===== src/rtl/temp_sense_ctrl.sv =====
module temp_sense_ctrl #(
  parameter int CLK_HZ    = 100_000_000,
  parameter int SETTLE_US = 60,
  parameter int PERIOD_US = 20,
  parameter int ADDR_W    = 8
) (
  input  logic              clk,
  input  logic              rst_n,
  input  logic              bus_sel,
  input  logic              bus_we,
  input  logic [ADDR_W-1:0] bus_addr,
  input  logic [31:0]       bus_wdata,
  output logic [31:0]       bus_rdata,
  input  logic [31:0]       fuse_word0,
  input  logic [31:0]       fuse_word1,
  output logic              conv_req,
  input  logic              conv_done,
  input  logic [11:0]       conv_code
);

  localparam int CYC_PER_US = CLK_HZ / 1_000_000;
  localparam int SETTLE_CYC = CYC_PER_US * SETTLE_US;
  localparam int PERIOD_CYC = CYC_PER_US * PERIOD_US;
  localparam int SW = $clog2(SETTLE_CYC + 1);
  localparam int PW = $clog2(PERIOD_CYC + 1);

  localparam logic [ADDR_W-1:0] OFS_MODE  = ADDR_W'('h00);
  localparam logic [ADDR_W-1:0] OFS_START = ADDR_W'('h04);
  localparam logic [ADDR_W-1:0] OFS_RES   = ADDR_W'('h0C);
  localparam logic [ADDR_W-1:0] OFS_STAT  = ADDR_W'('h10);
  localparam logic [ADDR_W-1:0] OFS_CAL0  = ADDR_W'('h18);
  localparam logic [ADDR_W-1:0] OFS_CAL1  = ADDR_W'('h1C);

  logic [1:0]    mode_q;
  logic          start_q;
  logic [11:0]   result_q;
  logic [SW-1:0] settle_cnt;
  logic          ready_q;
  logic [PW-1:0] tick;

  wire wr      = bus_sel & bus_we;
  wire enabled = &mode_q;
  wire running = enabled & ready_q & start_q;

  assign conv_req = running & (tick == '0);

  wire unused_bits = ^{bus_wdata[31:2]};

  always_ff @(posedge clk or negedge rst_n) begin
    if (!rst_n) begin
      mode_q  <= 2'b00;
      start_q <= 1'b0;
    end else if (wr) begin
      if (bus_addr == OFS_MODE)  mode_q  <= bus_wdata[1:0];
      if (bus_addr == OFS_START) start_q <= bus_wdata[0];
    end
  end

  always_ff @(posedge clk or negedge rst_n) begin
    if (!rst_n) begin
      settle_cnt <= '0;
      ready_q    <= 1'b0;
    end else if (!enabled) begin
      settle_cnt <= '0;
      ready_q    <= 1'b0;
    end else if (!ready_q) begin
      if (settle_cnt == SW'(SETTLE_CYC - 1)) ready_q <= 1'b1;
      else settle_cnt <= settle_cnt + 1'b1;
    end
  end

  always_ff @(posedge clk or negedge rst_n) begin
    if (!rst_n) tick <= '0;
    else if (!running) tick <= '0;
    else if (tick == PW'(PERIOD_CYC - 1)) tick <= '0;
    else tick <= tick + 1'b1;
  end

  always_ff @(posedge clk or negedge rst_n) begin
    if (!rst_n) result_q <= '0;
    else if (conv_done && running) result_q <= conv_code;
  end

  always_comb begin
    bus_rdata = '0;
    if (bus_sel && !bus_we) begin
      case (bus_addr)
        OFS_MODE:  bus_rdata = {30'd0, mode_q};
        OFS_START: bus_rdata = {31'd0, start_q};
        OFS_RES:   bus_rdata = {20'd0, result_q};
        OFS_STAT:  bus_rdata = {31'd0, running};
        OFS_CAL0:  bus_rdata = {fuse_word0[31], 19'd0, fuse_word0[11:0]};
        OFS_CAL1:  bus_rdata = {fuse_word1[31], 19'd0, fuse_word1[11:0]};
        default:   bus_rdata = '0;
      endcase
    end
  end

  assert_run_enables_R2: assert property (@(posedge clk) disable iff (!rst_n)
    running |-> (mode_q == 2'b11));

  assert_settle_len_R3: assert property (@(posedge clk) disable iff (!rst_n)
    $rose(ready_q) |-> ($past(settle_cnt) == SW'(SETTLE_CYC - 1)));

  assert_req_single_R6: assert property (@(posedge clk) disable iff (!rst_n)
    conv_req |=> !conv_req);

  assert_first_req_R6: assert property (@(posedge clk) disable iff (!rst_n)
    $rose(running) |-> conv_req);

  assert_result_hold_R8: assert property (@(posedge clk) disable iff (!rst_n)
    !$past(conv_done) |-> $stable(result_q));

  assert_quiet_stopped_R9: assert property (@(posedge clk) disable iff (!rst_n)
    !start_q |-> !conv_req);

endmodule


===== config.mk =====
export PLATFORM = sky130hd
export DESIGN_NAME = temp_sense_ctrl
export DESIGN_NICKNAME = d
export VERILOG_FILES = /design/src/rtl/temp_sense_ctrl.sv
export SDC_FILE = /design/constraint.sdc
export NUM_CORES = 1
export LEC_CHECK = 0
export ABC_AREA = 1
export BUFFER_PORTS_ARGS = -buffer_cell sky130_fd_sc_hd__buf_2
export CAP_MARGIN = 20
export CORE_MARGIN = 2
export CORE_UTILIZATION = 45
export CTS_CLUSTER_SIZE = 40
export DETAILED_ROUTE_END_ITERATION = 12
export PLACE_DENSITY = 0.81
export SLEW_MARGIN = 20
export SYNTH_ARGS = -nofsm -noshare
export SYNTH_HDL_FRONTEND = slang
export SYNTH_SLANG_ARGS = --single-unit

===== constraint.sdc =====
create_clock -name clk -period 1.9 [get_ports clk]
set_clock_uncertainty 0.05 [all_clocks]
set_input_delay 0.38 -clock clk [delete_from_list [all_inputs] [get_ports clk]]
set_output_delay 0.38 -clock clk [all_outputs]
set_load 0.02 [all_outputs]

Yosys cells after proc, flatten, opt, wreduce, memory -nomap -nowiden:

Index checks and enable logic that the tools add are counted.

* bits in read-only memories: 0
* output and inout port bits: 33
* RAM bits: 0
* bits in latches: 0
* memories kept: 0
* bits in registers: 40

* bitwise gates (word level): 4
* equality and inequality tests: 9
* shift-type cells: 0
* div/mod/pow operators: 0
* add/sub/neg operators: 2
* multipliers: 0
* order comparisons: 0
* mux-type cells: 10
* reductions and logical operators: 9

Operator list (number)
* $pmux W32 S6: 1
* $mux W13: 3
* $mux W32: 1
* $eq A8 B5 Y1 const B: 3
* $mux W11: 2
* $add A13 B1 Y13 const B: 1
* $eq A13 B13 Y1 const B: 1
* $add A11 B1 Y11 const B: 1
* $eq A11 B11 Y1 const B: 1
* $logic_not A11 Y1: 1
* $eq A8 B3 Y1 const B: 1
* $eq A8 B4 Y1 const B: 1
* $logic_not A8 Y1: 1
* $reduce_and A2 Y1: 4
* $and A1 B1 Y1: 4
* $ne A2 B2 Y1 const B: 2
* $mux W1: 3
* $logic_and A1 B1 Y1: 2
* $logic_not A1 Y1: 1

Longest topological paths before layout:

Gate-level depths: netlist of the first run.

* depth after elaboration: 5
* gate-level depth with buffers: 9
* gate-level depth less buffers: 9

Least setup slack after synthesis of the first run:

Ideal clock, no wire load.

* kind: input -> output
* from: input port bus_addr[0]
* to: output port bus_rdata[31]
* arrival: 1360 ps
* path slack: 110 ps
* stages on the path: 6
* cell sequence: inv_1 > nand2_1 > nor2_2 > buf_2 > nand3_1 > a21oi_1

* longest elaborated chain between the ends: 3
* elaborated cells on any way between the ends: 8
* classes of those cells: eq/ne (5); mux (2); reduce/logical (1)

RTL lines
* from (decl): line 11 `input logic [ADDR_W-1:0] bus_addr,`
* $eq A8 B5 Y1 (tied with other cells): line 87 `case (bus_addr)`
* $pmux W32 S6 (*): line 87
* $mux W32 (*): line 86 `if (bus_sel && !bus_we) begin`
* to (decl): line 13 `output logic [31:0] bus_rdata,`

Mark *: on every way between the ends. The rest lies on a longest branch, timed or not.

Final worst setup path of the first run:

* from: input port bus_addr[1]
* to: output port bus_rdata[0]

Same word-level chain as after synthesis.

==> results.md, run 1 <==
- Num CTS Buffers: 5
- PD cells: 461.6 mW/mm^2
- # port buffers: 66
- Mapped Avg Cell Area: 7.580 sq um
- Sequential share of the synthesized area: 0.3638
- Vert. Die Dim: 82.20 um
- Unique cell type count in the Yosys netlist: 33
- Post-route clock period utilization: 1.012
- Gr ovfl total: 0
- Starting density of the core: 0.4647
- Routed Antenna Nets: 0
- Tightest Hold Check Type: input pin to asynchronous set/reset pin
- Setup slack on the worst flop-to-flop path: 300 ps
- Final Worst Setup Slack: -22.36 ps
- Placement Cell Area: 0.003118 sq mm
- Chip width: 82.20 um
- Ratio of cells with drive above 1 in the final layout: 0.3436
- Number of pins with negative max-slew slack in the final report: 0
- Clock latency at the later pin of the worst-skew pair: 290 ps
- Placement Rows: 28
- Area contributors post-synth: dfrtp_1 36%, nand3_1 12%, nand2_1 11%
- Final hold violations: 0
- Drt first-iter violations: 208
- DRC: 0
- Post-synth EDFFs: 0
- Num ports: 154
- Arrival time of data at the critical path endpoint: 1490 ps
- H-tree depth reported by CTS: 2
- Largest vdd supply drop: 0.0002577 V
- First-pass iteration count of the detailed router: 5
- Period minus WS final: 1922 ps
- Cell area after synthesis: 0.002751 sq mm
- Largest net degree at the start of global routing: 41
- Overall die area: 0.006756 sq mm
- Synth cell count leaders: 79 x nand2_1, 68 x nand3_1, 42 x inv_1
- Drt via density: 5.268
- Yosys warns: 0
- Placer's final routability congestion estimate: 0.8499
- Diode insertion count for antenna repair: 0
- Clock transition at path regs: 80 ps
- Startpoint Class: input pin
- Maximum net fanout on the critical path: 5
- Failing checks: setup timing
- Estimated wirelength of the detail-placed design: 4624 um
- Global-route wire length before repair: 9860 um
- Synthesized netlist cell count: 363
- Post-detailed-routing wire length: 7043 um
- Via count of the first global-routing pass: 2356
- Post-synthesis sequential element count: 40
- Total global-route track usage: 0.1840
- Overall power of the completed layout: 1637 uW
- Buffer cell driving the clock tree root: clkbuf_8
- Area overhead of the layout relative to synthesis: 28.88%
- Outcome: finished with violations
- Antenna violations before repair: 0
- Most frequently used cell type in the post-synthesis netlist: nand2_1
- Area share of the largest cell type after synthesis: 0.3638
- Final setup TNS: -22.36 ps
- Wire length per cell: 13.31 um
- Via count of the routed design: 2787
- Pin slew with the least headroom to its limit: 500.3 ps
- Proportion of synthesized flip-flops having asynchronous set or reset: 1.000
- Rel. slew slack: 0.6665
- Top_reg_cell synth: dfrtp_1
- Setup-violating endpoint count in the final report: 1
- Highest clock rate: 520.2 MHz
- Endpoint kind of the worst setup timing path: output pin
- Maximum buffer depth of the clock tree: 2
- Worst Path Required: 1470 ps
- Crit Path Class: input pin to output pin
- Number of hold buffers added after cts: 0
- Clock tree from TritonCTS: done
- Library cell with the largest summed area after synthesis: dfrtp_1
- Leakage: 0.001841 uW
- Max_cap viols: 0
- Design area: 0.003546 sq mm
- Final nets: 577
- Core Footprint: 0.005921 sq mm
- Number of sinks driven by the clock tree: 40
- Setup repair after global routing missed its margin: true
registers in the layout (all words and copies together), names as in the netlist:
name and count:
mode_q 2, ready_q 1, result_q 12, settle_cnt 13, start_q 1, tick 11
worst paths after layout:
kind                                from             to  cells past startpoint
setup / recovery             bus_addr[1]   bus_rdata[0]                     10
hold / removal                     rst_n        tick[6]                      2
setup reg to reg           settle_cnt[0]  settle_cnt[7]                      7
hold reg to reg              result_q[1]    result_q[1]                      1
max in group asynchronous          rst_n        tick[8]                      2
min in group clk            conv_code[3]    result_q[3]                      2
report_power, final:
group          switching (uW)  internal (uW)  leakage, uW  total [uW]
sequential               1.83            852     0.000557         854
combinational             123           76.7      0.00124         200
clock                     287            295    0.0000445         582
total                     413           1220      0.00184        1640
metal layers:
metal,vias up,share of wire,track usage
met5,-,0,0
met4,0,0.016,0.06500
met3,10,0.074,0.03587
met2,133,0.51,0.3298
met1,1304,0.40,0.2177
li1,1340,-,-
cells by family after synthesis:
group / share of synthesized area
buffers and inverters: 0.1373
and+or+nand+nor: 0.3406
other: 0.001363
DFF: 0.3638
xor gates and xnor gates: 0.01910
muxes: 0.06275
adders and majority gates: 0.01364
AOI/OAI and AO/OA: 0.06139
final cells by class:
cell class                      instances  area [sq um]
Clock inverter                          1         7.507
Tap cell                               75         93.84
Fill cell                             469          2375
Clock buffer                            7         86.33
Timing Repair Buffer                   93         660.6
Multi-Input combinational cell        269          1525
Sequential cell                        40          1002
Inverter                               44         170.2
timing repair:
item                                    in CTS  in global routing
endpoints found under the hold margin        0                  0
gates cloned                                 0                  6
gates resized for setup                      3                 56
pin swaps                                    1                 15
setup buffers                                3                  8
endpoints found under the setup margin       8                 26
cells in the final DEF, fill, tap and decap left out, types with 2 or more instances in the layout:
| cell | n |
|---|---|
| o21bai_1 | 2 |
| buf_4 | 23 |
| inv_2 | 8 |
| nand2_1 | 74 |
| conb_1 | 19 |
| clkbuf_8 | 6 |
| nand2_4 | 4 |
| nand4_1 | 7 |
| nor2_1 | 22 |
| mux2_4 | 10 |
| buf_2 | 53 |
| nand3_1 | 65 |
| mux2_2 | 2 |
| buf_6 | 12 |
| or2_2 | 2 |
| a21oi_1 | 6 |
| inv_1 | 34 |
| o21ai_2 | 6 |
| o21ai_1 | 2 |
| nor3_1 | 5 |
| inv_4 | 2 |
| nor2_4 | 5 |
| o21ai_0 | 10 |
| nor3_2 | 2 |
| dfrtp_1 | 39 |
| nand3_2 | 5 |
| nand2_2 | 3 |
| buf_12 | 2 |
| xor2_1 | 5 |
| ha_1 | 3 |
| nor2_2 | 3 |
per-stage QoR:
stage,std cells,hold slack (ps),utilization,setup WS (ps)
after global routing,529,128.1,0.5989,-85.05
final,529,82.58,0.5989,-22.36
after detailed placement,504,414.6,0.5266,-20.79
after global placement,504,409.5,0.5266,4.022
after floorplan,381,34.41,-,110.2
after CTS,515,97.40,0.5480,7.414
worst max-delay path, stage by stage:
cell and delay [ps]:
buf_2 110, inv_2 60, nand2_4 80, nor2_4 200, buf_6 140, nand3_1 70
nand2_1 80, nor2_1 40, a21oi_1 170, buf_4 170
(Power assumes the default switching activity.)
==> run 2, diff against run 1 <==
CORE_UTILIZATION = 46   (was 45)
CTS_BUF_LIST = sky130_fd_sc_hd__clkbuf_8   (was unset)
PLACE_DENSITY = 0.83   (was 0.81)
==> results.md, run 2 (synthesized netlist as in run 1, its figures left out) <==
- Via count of the routed design: 2806 (+0.68%)
- Overall die area: 0.006616 sq mm (-2.1%)
- Detailed-routed wire length on met2: 4006 um (+12%)
- Chip width: 81.34 um (-1.0%)
- Starting density of the core: 0.4703 (+0.005565)
- Final hold violations: 0 (unchanged)
- Period minus WS final: 1938 ps (+15.57 ps)
- Diode insertion count for antenna repair: 0 (unchanged)
- Clock tree from TritonCTS: done
- Placement Rows: 28 (unchanged)
- Endpoint kind of the worst setup timing path: output pin
- Clock transition at path regs: 80 ps (about the same)
- # port buffers: 66 (unchanged)
- Largest registers in the final layout: settle_cnt x13, result_q x12, tick x11
- H-tree depth reported by CTS: 2 (unchanged)
- Core Footprint: 0.005851 sq mm (-1.2%)
- Total global-route track usage: 0.1878 (+0.003848)
- Met1 wire length: 3085 um (+9.4%)
- Antenna violations before repair: 0 (unchanged)
- Drt via density: 5.335 (+1.3%)
- Drt first-iter violations: 191 (-8.2%)
- Number of pins with negative max-slew slack in the final report: 0 (unchanged)
- Startpoint Class: input pin
- Maximum net fanout on the critical path: 8 (+3)
- Highest clock rate: 516.0 MHz (-0.80%)
- Rel. slew slack: 0.6553 (-0.01122)
- Post-route clock period utilization: 1.020 (+0.008194)
- Largest vdd supply drop: 0.0002791 V (+8.3%)
- Outcome: finished with violations
- Num CTS Buffers: 5 (unchanged)
- Final setup TNS: -178.0 ps (-155.7 ps)
- Via count of the first global-routing pass: 2274 (-3.5%)
- Area overhead of the layout relative to synthesis: 31.65%
- Vert. Die Dim: 81.34 um (-1.0%)
- Depth of the most critical reg-to-reg path: 6 (-1)
- DRC: 0 (unchanged)
- Start of the worst register-to-register path: settle_cnt[0]
- Worst r2r dst: settle_cnt[5]
- Number of flip-flops in the largest register: 13 (unchanged)
- Arrival time of data at the critical path endpoint: 1510 ps (+20 ps)
- Final nets: 574 (-0.52%)
- Num ports: 154 (unchanged)
- Biggest register: settle_cnt
- First-pass iteration count of the detailed router: 4 (-1)
- Highest metal layer used by the detailed router: met4
- Crit Path Class: input pin to output pin
- Final Worst Setup Slack: -37.93 ps (-15.57 ps)
- Met3 routed wirelength: 433 um (-17%)
- Global-route wire length before repair: 9660 um (-2.0%)
- Largest net degree at the start of global routing: 41 (unchanged)
- Number of sinks driven by the clock tree: 40 (unchanged)
- Setup-violating endpoint count in the final report: 7 (+6)
- Post-detailed-routing wire length: 7801 um (+11%)
- Tightest Hold Check Type: input pin to asynchronous set/reset pin
- Buffer cell driving the clock tree root: clkbuf_8
- Placed Instances: 505 (+0.20%)
- Max_cap viols: 0 (unchanged)
- Gr ovfl total: 0 (unchanged)
- Hold slack: 80.94 ps (-1.646 ps)
- Leakage: 0.001863 uW (+1.2%)
- Failing checks: setup timing
- Estimated wirelength of the detail-placed design: 4656 um (+0.69%)
- Most used cells in the layout excluding fill and tap cells: 74 x nand2_1, 55 x buf_2, 54 x nand3_1
- Number of cells in the finished layout apart from fillers: 526 (-0.57%)
- Number of hold buffers added after cts: 0 (unchanged)
- Clock latency at the later pin of the worst-skew pair: 290 ps (about the same)
- Placer's final routability congestion estimate: 0.8966 (+5.5%)
- Routed Antenna Nets: 0 (unchanged)
- Maximum buffer depth of the clock tree: 2 (unchanged)
- Pin slew with the least headroom to its limit: 517.1 ps (+16.83 ps)
- Worst Path Required: 1470 ps (about the same)
- Leading cell type in the layout, fill and taps excluded: nand2_1
- Ratio of cells with drive above 1 in the final layout: 0.3703 (+0.02668)
- PD cells: 481.0 mW/mm^2 (+4.2%)
- Setup slack on the worst flop-to-flop path: 180 ps (-120 ps)
- Wire length per cell: 14.83 um (+11%)
## run 2: changes by cell type in the layout (fill, tap and decap cells not counted), moves of 2 or more
cell / change
inv_4: -2
buf_6: +4
buf_4: -9
inv_2: +4
nand3_1: -11
buf_2: +2
nand3_2: +10
## run 2: power breakdown
| group | switching [uW] | leakage [uW] | internal (uW) |
|---|---|---|---|
| Clock | 297 | 0.0000593 | 385 |
| Sequential | 1.86 | 0.000557 | 852 |
| Combinational | 132 | 0.00125 | 75.2 |
| Total | 430 | 0.00186 | 1310 |
## run 2: worst max path at each step
stage | start | end | slack, ps | cells past startpoint
final | bus_addr[4] | bus_rdata[4] | -40 | 10
after floorplan | bus_addr[0] | bus_rdata[31] | 110 | 6
after global placement | bus_addr[6] | bus_rdata[4] | 10 | 10
after detailed placement | bus_addr[7] | bus_rdata[6] | -10 | 10
after global routing | bus_addr[2] | bus_rdata[3] | -60 | 10
after CTS | bus_addr[6] | bus_rdata[6] | 0.9 | 10
## run 2: metal layers
metal  up-vias  GRT usage
met2       133     0.3336
met3        29    0.03667
li1       1325          -
met1      1319     0.2304
met4         0    0.05254
met5         -          0
## run 2: layout make-up
type / instances / area, sq um
fill: 435 / 2228
multi-input combinational: 269 / 1593
sequential: 40 / 1002
timing repair buffer: 90 / 660.6
inverter: 44 / 165.2
tap: 75 / 93.84
clock buffer: 5 / 68.82
clock inverter: 3 / 38.79
## run 2: critical path, stage by stage
cell     delay (ps)
buf_2           110
inv_1            70
nand2_1          80
nor2_4          130
buf_6           150
nand3_1          80
a21oi_2         180
nand2_1          90
inv_1            70
buf_2           160
## run 2: timing repair
action | in CTS | in global routing
pin swaps | 1 | 19
buffers inserted | 3 | 5
gates resized for setup | 2 | 73
hold endpoints to repair | 0 | 0
endpoints found under the setup margin | 5 | 14
gates cloned | 0 | 5
## run 2: metrics by stage
step / area (sq um) / utilization / worst slack [ps] / power [uW]
final: 3622 / 0.6191 / -37.93 / 1742
after global routing: 3622 / 0.6191 / -64.23 / 1806
after detailed placement: 3113 / 0.5321 / -12.48 / 1030
after CTS: 3251 / 0.5556 / 0.8591 / 1708
after global placement: 3113 / 0.5321 / 13.91 / 1028
after floorplan: 2819 / - / 110.2 / 969.4
